<file path="config.mk">
export PLATFORM = sky130hd
export DESIGN_NAME = hb_gate_guard
export DESIGN_NICKNAME = d
export VERILOG_FILES = /design/src/rtl/hbg_pkg.sv /design/src/rtl/hbg_sync.sv /design/src/rtl/hbg_decode.sv /design/src/rtl/hbg_deadband.sv /design/src/rtl/hb_gate_guard.sv
export SDC_FILE = /design/constraint.sdc
export NUM_CORES = 1
export LEC_CHECK = 0
export ABC_AREA = 1
export CAP_MARGIN = 20
export CORE_UTILIZATION = 50
export DETAILED_ROUTE_END_ITERATION = 16
export DONT_BUFFER_PORTS = 1
export GPL_ROUTABILITY_DRIVEN = 0
export GPL_TIMING_DRIVEN = 0
export SYNTH_ARGS = -nofsm -noshare
export SYNTH_HDL_FRONTEND = slang
export SYNTH_SLANG_ARGS = --single-unit
</file>
<file path="constraint.sdc">
create_clock -name clk -period 3.72 [get_ports clk]
set_clock_uncertainty 0.2 [all_clocks]
set_input_delay 1.116 -clock clk [delete_from_list [all_inputs] [get_ports clk]]
set_output_delay 1.116 -clock clk [all_outputs]
set_load 0.02 [all_outputs]
</file>
<file path="src/rtl/hbg_pkg.sv">
package hbg_pkg;
    typedef enum logic [1:0] {
        SIDE_NONE = 2'd0,
        SIDE_LOW  = 2'd1,
        SIDE_HIGH = 2'd2
    } side_t;
endpackage

</file>
<file path="src/rtl/hbg_sync.sv">
module hbg_sync #(
    parameter int              W       = 1,
    parameter int              STAGES  = 2,
    parameter logic [W-1:0]    RST_VAL = '0
) (
    input  logic         clk,
    input  logic         rst_n,
    input  logic [W-1:0] d,
    output logic [W-1:0] q
);
    logic [STAGES-1:0][W-1:0] stg_q;

    for (genvar g = 0; g < STAGES; g++) begin : g_stage
        if (g == 0) begin : g_first
            always_ff @(posedge clk or negedge rst_n) begin
                if (!rst_n) stg_q[g] <= RST_VAL;
                else        stg_q[g] <= d;
            end
        end else begin : g_next
            always_ff @(posedge clk or negedge rst_n) begin
                if (!rst_n) stg_q[g] <= RST_VAL;
                else        stg_q[g] <= stg_q[g-1];
            end
        end
    end

    assign q = stg_q[STAGES-1];
endmodule

</file>
<file path="src/rtl/hbg_decode.sv">
module hbg_decode
    import hbg_pkg::*;
(
    input  logic  off_n,
    input  logic  hi_cmd,
    input  logic  lo_cmd_n,
    output side_t req
);
    always_comb begin
        req = SIDE_NONE;
        if (off_n) begin
            unique case ({hi_cmd, lo_cmd_n})
                2'b11:   req = SIDE_HIGH;  // high side alone
                2'b00:   req = SIDE_LOW;   // low side alone
                default: req = SIDE_NONE;  // overlap or idle
            endcase
        end
    end
endmodule

</file>
<file path="src/rtl/hbg_deadband.sv">
module hbg_deadband
    import hbg_pkg::*;
#(
    parameter int DEAD_CYC = 60
) (
    input  logic  clk,
    input  logic  rst_n,
    input  side_t req,
    output logic  hs_gate,
    output logic  ls_gate
);
    localparam int CW = $clog2(DEAD_CYC + 1);
    localparam logic [CW-1:0] DEAD_V = CW'(DEAD_CYC);

    typedef struct packed {
        logic          hs;
        logic          ls;
        side_t         last;
        logic [CW-1:0] cnt;
    } db_state_t;

    db_state_t st_d, st_q;
    logic      open;

    always_comb begin
        st_d = st_q;
        open = (st_q.cnt >= DEAD_V);
        st_d.hs = (req == SIDE_HIGH) && ((st_q.last != SIDE_LOW) || open);
        st_d.ls = (req == SIDE_LOW) && ((st_q.last != SIDE_HIGH) || open);
        if (st_d.hs)      st_d.last = SIDE_HIGH;
        else if (st_d.ls) st_d.last = SIDE_LOW;
        if (st_d.hs || st_d.ls) st_d.cnt = '0;
        else if (!open)         st_d.cnt = st_q.cnt + 1'b1;
    end

    always_ff @(posedge clk or negedge rst_n) begin
        if (!rst_n) begin
            st_q.hs   <= 1'b0;
            st_q.ls   <= 1'b0;
            st_q.last <= SIDE_NONE;
            st_q.cnt  <= DEAD_V;
        end else begin
            st_q <= st_d;
        end
    end

    assign hs_gate = st_q.hs;
    assign ls_gate = st_q.ls;
endmodule

</file>
<file path="src/rtl/hb_gate_guard.sv">
module hb_gate_guard
    import hbg_pkg::*;
#(
    parameter int DEAD_CYC    = 60,
    parameter int SYNC_STAGES = 2
) (
    input  logic clk,
    input  logic rst_n,
    input  logic off_n,
    input  logic hi_cmd,
    input  logic lo_cmd_n,
    output logic hs_gate,
    output logic ls_gate,
    output logic both_off
);
    logic [2:0] raw, syn;
    side_t      req;

    assign raw = {off_n, hi_cmd, lo_cmd_n};

    hbg_sync #(.W(3), .STAGES(SYNC_STAGES), .RST_VAL(3'b001)) u_sync (
        .clk(clk), .rst_n(rst_n), .d(raw), .q(syn)
    );

    hbg_decode u_dec (
        .off_n(syn[2]), .hi_cmd(syn[1]), .lo_cmd_n(syn[0]), .req(req)
    );

    hbg_deadband #(.DEAD_CYC(DEAD_CYC)) u_db (
        .clk(clk), .rst_n(rst_n), .req(req),
        .hs_gate(hs_gate), .ls_gate(ls_gate)
    );

    assign both_off = ~(hs_gate | ls_gate);
endmodule

</file>
* Word level (Yosys, flattened, before mapping)
Cells that the tools add are included.
** Operators by class
- $add $sub $neg :: 1
- Magnitude comparators :: 1
- Equality and inequality tests :: 6
- Mux-type cells :: 6
- Bitwise gates (word level) :: 2
- Reduce and logical (&&, ||, !) cells :: 7
** Operators by type and width (number)
- 6-bit two-way mux :: 2
- 6-bit by 1-bit adder with 6-bit output, second input constant :: 1
- 6-bit >= comparator, second input constant :: 1
- 2-bit two-way mux :: 3
- 2-bit equality test, second input constant :: 2
- 2-bit inequality test, second input constant :: 2
- 2-bit case mux with 2 select lines :: 1
- 1-bit logical OR :: 3
- 2-bit by 1-bit equality test with 1-bit output, second input constant :: 1
- 1-bit logical AND :: 2
- 2-bit zero test :: 1
- 2-bit by 1-bit inequality test with 1-bit output, second input constant :: 1
- 2-bit nonzero test :: 1
- 1-bit inverter :: 1
- 1-bit bitwise OR :: 1
** Word-level totals
- Bits in registers :: 16
- Input port bits :: 5

* Logic depth before layout (Yosys ltp)
Gate-level depths: netlist of run 1.
- Depth in word-level cells :: 7
- Gate-level depth with buffers :: 7
- Mapped depth without buffers :: 7

* Hierarchy
From an unflattened synthesis of run 1, not the netlist that was laid out.
** Second synthesis, totals
- Cell total of the unflattened synthesis :: 73
- Area total of the unflattened synthesis :: 684.4 µm²
** By module, submodules not included
- hbg_deadband :: times used 1, cells an instance 58, area an instance 486.7 µm², seq. area each 255.2 µm²
- hbg_sync :: times used 1, cells an instance 9, area an instance 175.2 µm², seq. area each 152.6 µm²
- hbg_decode :: times used 1, cells an instance 5, area an instance 18.8 µm², seq. area each 0.0 µm²
- hb_gate_guard :: times used 1, cells an instance 1, area an instance 3.8 µm², seq. area each 0.0 µm²

* Least setup slack after synthesis of run 1
Ideal clock, no wire load.
- Path type :: register -> output
- From :: reg u_db.st_q (netlist bit u_db.ls_gate)
- To :: out both_off
- Data arrival time :: 0.761 ns
- Setup slack :: 1.643 ns
- Cell stages (with the launch flop) :: 2
- Path through :: dfrtp_1 nor2_1
** Between the ends
- Word-level cells in the longest chain between the ends :: 2
** RTL lines
- start: declaration :: RTL line hbg_deadband.sv:22 : db_state_t st_d, st_q;
- start signal: assignment :: RTL line hbg_deadband.sv:43 : st_q <= st_d;
- 1-bit bitwise OR :: RTL line hb_gate_guard.sv:34 : assign both_off = ~(hs_gate | ls_gate);
- 1-bit inverter :: RTL line hb_gate_guard.sv:34
- end: declaration :: RTL line hb_gate_guard.sv:14 : output logic both_off
Every way passes these cells.

* Worst setup path after layout of run 1
Same ends and word-level chain as after synthesis.

==> results.json, run 1 <==
{
  "post_cts_resized": 0,
  "stdcell_area_um2": 737,
  "r2r_start": "u_db.st_q[3]",
  "critPathRequiredTime_ns": 2.40,
  "cp_cell_sequence": "nor2_1",
  "final_util_pct": 62.1,
  "ys_seq_area_share_pct": 59.7,
  "synth_top_cell_by_area": "dfrtp_1",
  "status": "complete, no violations",
  "finalCritPeriodShare_pct": 65.0,
  "holdCritStartpoint": "u_sync.stg_q[2]",
  "dp_cells": 79,
  "grt_pass1_wl_mm": 1.65,
  "cts_tree": "built",
  "tns_ns": 0,
  "die-width_um": 39.0,
  "maxCapViolations": 0,
  "crit_path_start_kind": "flop",
  "use_met1_pct": 22.1,
  "path_delay_family": "flip-flops",
  "synth_top_area_share_pct": 36.6,
  "tightest_slew_ns": 0.365,
  "post-place-ws_ns": 1.62,
  "core.rowCount": 12,
  "synth_area_leaders": "dfrtp_1 (37%), dfstp_2 (23%), nor2_1 (6.6%), inv_1 (4.4%), nand2_1 (3.3%)",
  "p_leak_nw": 0.386,
  "maxSlewHeadroom_pct": 75.6,
  "syn_area_um2": 683,
  "grt_max_degree": 17,
  "setup_viol": 0,
  "critPathArrivalTime_ns": 1.10,
  "worstReg2RegEnd": "u_db.st_q[0]",
  "drive_gt1_share_pct": 27.5,
  "yosys_warnings": 0,
  "grt_util_met3_pct": 5.20,
  "grt_busiest_layer": "met2",
  "overflow": 0,
  "io_pins": 8,
  "critPathMaxStageDelay_ns": 0.47,
  "drt_drc_violations_left": 0,
  "synth_nets": 71,
  "syn_inst": 65,
  "crit_slowest_cell": "dfrtp_1",
  "viasPerCell": 5.19,
  "worst-path-stages": 1,
  "cts_hold_buf": 0,
  "dp_hpwl_um": 691,
  "antenna_found_initial": 0,
  "drt-initial-drc-count": 8,
  "cts_buffers": 3,
  "final.min_clock_period_ns": 2.42,
  "vias": 431,
  "min_path_type": "reg -> reg",
  "netlist-cell-type-count": 19,
  "grt_use_total_pct": 17.4,
  "cts-root-buf": "clkbuf_4",
  "first_pass_iters": 4,
  "rsz0062_at_grt": "no",
  "insertion_delay_ns": 0.29,
  "r2r_slack_ns": 2.23,
  "layout.cells.non_filler": 83,
  "syn_avg_cell_area_um2": 10.5,
  "r2r_cells": 5,
  "initial_core_util_pct": 57.6,
  "syn_to_final_growth_pct": 7.88,
  "portBuffers": 0,
  "finalPower_uw": 507,
  "fmax_mhz": 414,
  "vdd_ir_drop_max_v": 0.000401,
  "ant_nets": 0,
  "clock-sinks": 16,
  "slew_viol_final": 0,
  "fin_nets": 76,
  "placed_area_um2": 701,
  "grt_pass1_vias": 403,
  "dieArea_um2": 1520,
  "hold_ws_ns": 0.154,
  "grt_use_met2_pct": 24.6,
  "wl_per_cell_um": 12.0,
  "fin_ws_ns": 1.30,
  "setup.worst_path.end_class": "output port",
  "hold_viol_final": 0,
  "cp-endpoint": "both_off",
  "cts_buffer_depth": 2,
  "ys_seq_elements": 16,
  "core_area_um2": 1190,
  "wl_um": 992,
  "postCtsSetupBuffers": 0,
  "p_per_area_nw_per_um2": 688,
  "diodes": 0,
  "crit_start": "u_db.ls_gate",
  "htreeDepth": 1,
  "clk_pin_slew_ns": 0.10,
  "cp_num_buf_inv": 0,
  "die_height_um": 39.0,
  "critical_path_class": "reg -> out",
  "cp_max_fo": 2
}
==> metal layers <==
metal | vias to the layer above | wire [um]
met4 | 0 | 30
met1 | 203 | 453
li1 | 213 | -
met3 | 5 | 37
met2 | 10 | 471
met5 | - | 0
==> power breakdown <==
group          leakage (nW)  internal (mW)  switching [mW]  total, mW
clock network        0.0210         0.0596          0.0546      0.114
logic                 0.181         0.0619          0.0673      0.129
registers             0.184          0.222          0.0420      0.264
==> Yosys cell counts <==
master   number
a21oi_1       3
and2_4        1
dfrtp_1      10
dfstp_2       6
ha_1          1
inv_1         8
nand2_1       6
nand2_2       3
nand2_4       2
nand3_1       3
nand4_1       2
nor2_1       12
nor2_4        1
nor2_8        1
nor3_1        1
o21ai_0       1
o21ai_1       1
o21ai_2       1
xor2_1        2
==> worst min-delay path by stage <==
stage | endpoint | slack (ns) | cells past startpoint
after floorplan | u_sync.q[1] | 0.13 | 0
after global placement | u_sync.q[2] | 0.13 | 0
after detailed placement | u_sync.q[2] | 0.13 | 0
after CTS | u_sync.q[2] | 0.16 | 0
after global routing | u_sync.q[2] | 0.16 | 0
final | u_sync.q[2] | 0.15 | 0
==> cell type report <==
cell class                      count  area [um2]
Fill cell                          97         449
Tap cell                           14        17.5
Clock buffer                        4        36.3
Multi-Input combinational cell     41         245
Inverter                            8        30.0
Sequential cell                    16         408
==> logic make-up (layout without fill, tap and decap cells) <==
family / count (synthesis) / in the layout / synth area share [%]
buffers and inverters: 8 / 12 / 4.40
flip-flops: 16 / 16 / 59.7
adder cells (fa/ha/maj): 1 / 1 / 1.83
AO/OA/AOI/OAI: 6 / 6 / 4.94
XOR/XNOR: 2 / 2 / 2.56
AND/OR/NAND/NOR: 32 / 32 / 26.6
==> cell usage in the layout, fill, tap and decap left out <==
cell,instances
o21ai_0,1
clkbuf_4,3
nand3_1,3
o21ai_2,1
dfstp_2,6
clkbuf_8,1
nand2_1,6
nand2_2,3
nand2_4,2
nor2_4,1
xor2_1,2
a21oi_1,3
and2_4,1
nor2_8,1
nor2_1,12
ha_1,1
nand4_1,2
o21ai_1,1
nor3_1,1
dfrtp_1,10
inv_1,8
==> state kept, by name (all words and copies together), names as in the netlist <==
name          flops
u_db.hs_gate      1
u_db.st_q         8
u_sync.q          3
u_sync.stg_q      3
u_db.ls_gate      1
(Power assumes the default switching activity.)
==> inputs of run 2 (changes only) <==
- clock period: 3.72 -> 2.4 ns (I/O delays scaled with it)
==> results.json, run 2 (same netlist as run 1, synthesis figures left out) <==
{
  "min_path_type": "in -> async",
  "maxCapViolations": 0,
  "tightest_slew_ns": 0.448,
  "wl_per_cell_um": 12.5,
  "grt_util_met3_pct": 5.20,
  "vdd_ir_drop_max_v": 0.000622,
  "dp_hpwl_um": 691,
  "die-width_um": 39.0,
  "portBuffers": 0,
  "cts_hold_buf": 1,
  "syn_to_final_growth_pct": 9.34,
  "core.rowCount": 12,
  "crit_path_start_kind": "flop",
  "dieArea_um2": 1520,
  "wl_mm": 1.05,
  "hold_ws_ns": 0.0568,
  "cts_buffer_depth": 2,
  "p_leak_nw": 0.390,
  "postCtsSetupBuffers": 0,
  "drive_gt1_share_pct": 27.1,
  "use_met1_pct": 24.0,
  "cp_num_buf_inv": 0,
  "tns_ns": 0,
  "antenna_found_initial": 0,
  "largest_register_ff_count": 8,
  "path_delay_family": "flip-flops",
  "layout_commonest_cell": "nor2_1",
  "cts_buffers": 3,
  "grt_busiest_layer": "met2",
  "fin_nets": 77,
  "maxSlewHeadroom_pct": 70.0,
  "grt_use_met2_pct": 25.0,
  "diodes": 0,
  "grt_max_degree": 11,
  "crit_slowest_cell": "dfrtp_1",
  "hold_viol_final": 0,
  "critPathRequiredTime_ns": 1.48,
  "ant_nets": 0,
  "grt_pass1_vias": 408,
  "p_per_area_nw_per_um2": 1060,
  "clock-sinks": 16,
  "initial_core_util_pct": 57.6,
  "critPathArrivalTime_ns": 1.10,
  "layout_common_cells": "nor2_1 (12), dfrtp_1 (10), inv_1 (8)",
  "post_cts_resized": 0,
  "drt-initial-drc-count": 11,
  "setup.worst_path.end_class": "output port",
  "finalCritPeriodShare_pct": 84.2,
  "cts-root-buf": "clkbuf_4",
  "overflow": 0,
  "critPathMaxStageDelay_ns": 0.47,
  "cts_tree": "built",
  "first_pass_iters": 4,
  "htreeDepth": 1,
  "status": "complete, no violations",
  "layout.cells.non_filler": 84,
  "final.min_clock_period_ns": 2.02,
  "critical_path_class": "reg -> out",
  "io_pins": 8,
  "drt_drc_violations_left": 0,
  "fmax_mhz": 495,
  "top_register": "u_db.st_q",
  "clk_pin_slew_ns": 0.10,
  "cp_max_fo": 2,
  "grt_use_total_pct": 18.1,
  "placed_area_um2": 701,
  "viasPerCell": 5.18,
  "dp_cells": 79,
  "vias": 435,
  "stdcell_area_um2": 747,
  "grt_pass1_wl_mm": 1.71,
  "setup_viol": 0,
  "core_area_um2": 1190,
  "slew_viol_final": 0,
  "die_height_um": 39.0,
  "insertion_delay_ns": 0.29,
  "rsz0062_at_grt": "no",
  "cp_cell_sequence": "nor2_1"
}
[run 2: cell count changes in the layout (fill, tap and decap cells not counted)]
cell,before,now
dlygate4sd3_1,0,1
[run 2: final cells by class]
cell class / count / area (um2)
multi-input combinational: 41 / 245
fill: 96 / 439
tap: 14 / 17.5
timing repair buffer: 1 / 10.0
inverter: 8 / 30.0
clock buffer: 4 / 36.3
sequential: 16 / 408
[run 2: final timing paths]
check                                     start      endpoint  slack (ns)  cells past startpoint
worst max-delay path               u_db.ls_gate      both_off        0.38                      1
worst min-delay path                      rst_n  u_db.st_q[4]        0.06                      0
worst max register to register     u_db.st_q[3]  u_db.st_q[0]        0.91                      5
worst min register to register  u_sync.stg_q[2]   u_sync.q[2]        0.15                      0
max in group asynchronous                 rst_n   u_sync.q[2]        1.08                      1
min in group clk                u_sync.stg_q[2]   u_sync.q[2]        0.15                      0
[run 2: report_power, final]
part           total (mW)  internal (mW)  switching [mW]
registers           0.409          0.343          0.0655
logic               0.205         0.0970           0.108
clock network       0.177         0.0924          0.0848
total               0.791          0.533           0.258
[run 2: metal layers]
metal | vias up | routed length [um]
met5 | - | 0
met4 | 0 | 30
met3 | 5 | 38
met2 | 10 | 490
met1 | 205 | 490
li1 | 215 | -
[run 2: per-stage QoR]
step | utilization, % | setup WS, ns | power, mW
2_1_floorplan | - | 0.719 | 0.573
3_3_place_gp | 59.1 | 0.703 | 0.603
3_5_place_dp | 59.1 | 0.695 | 0.607
4_1_cts | 63.0 | 0.359 | 0.800
5_1_grt | 63.0 | 0.304 | 0.838
6_report | 63.0 | 0.378 | 0.791
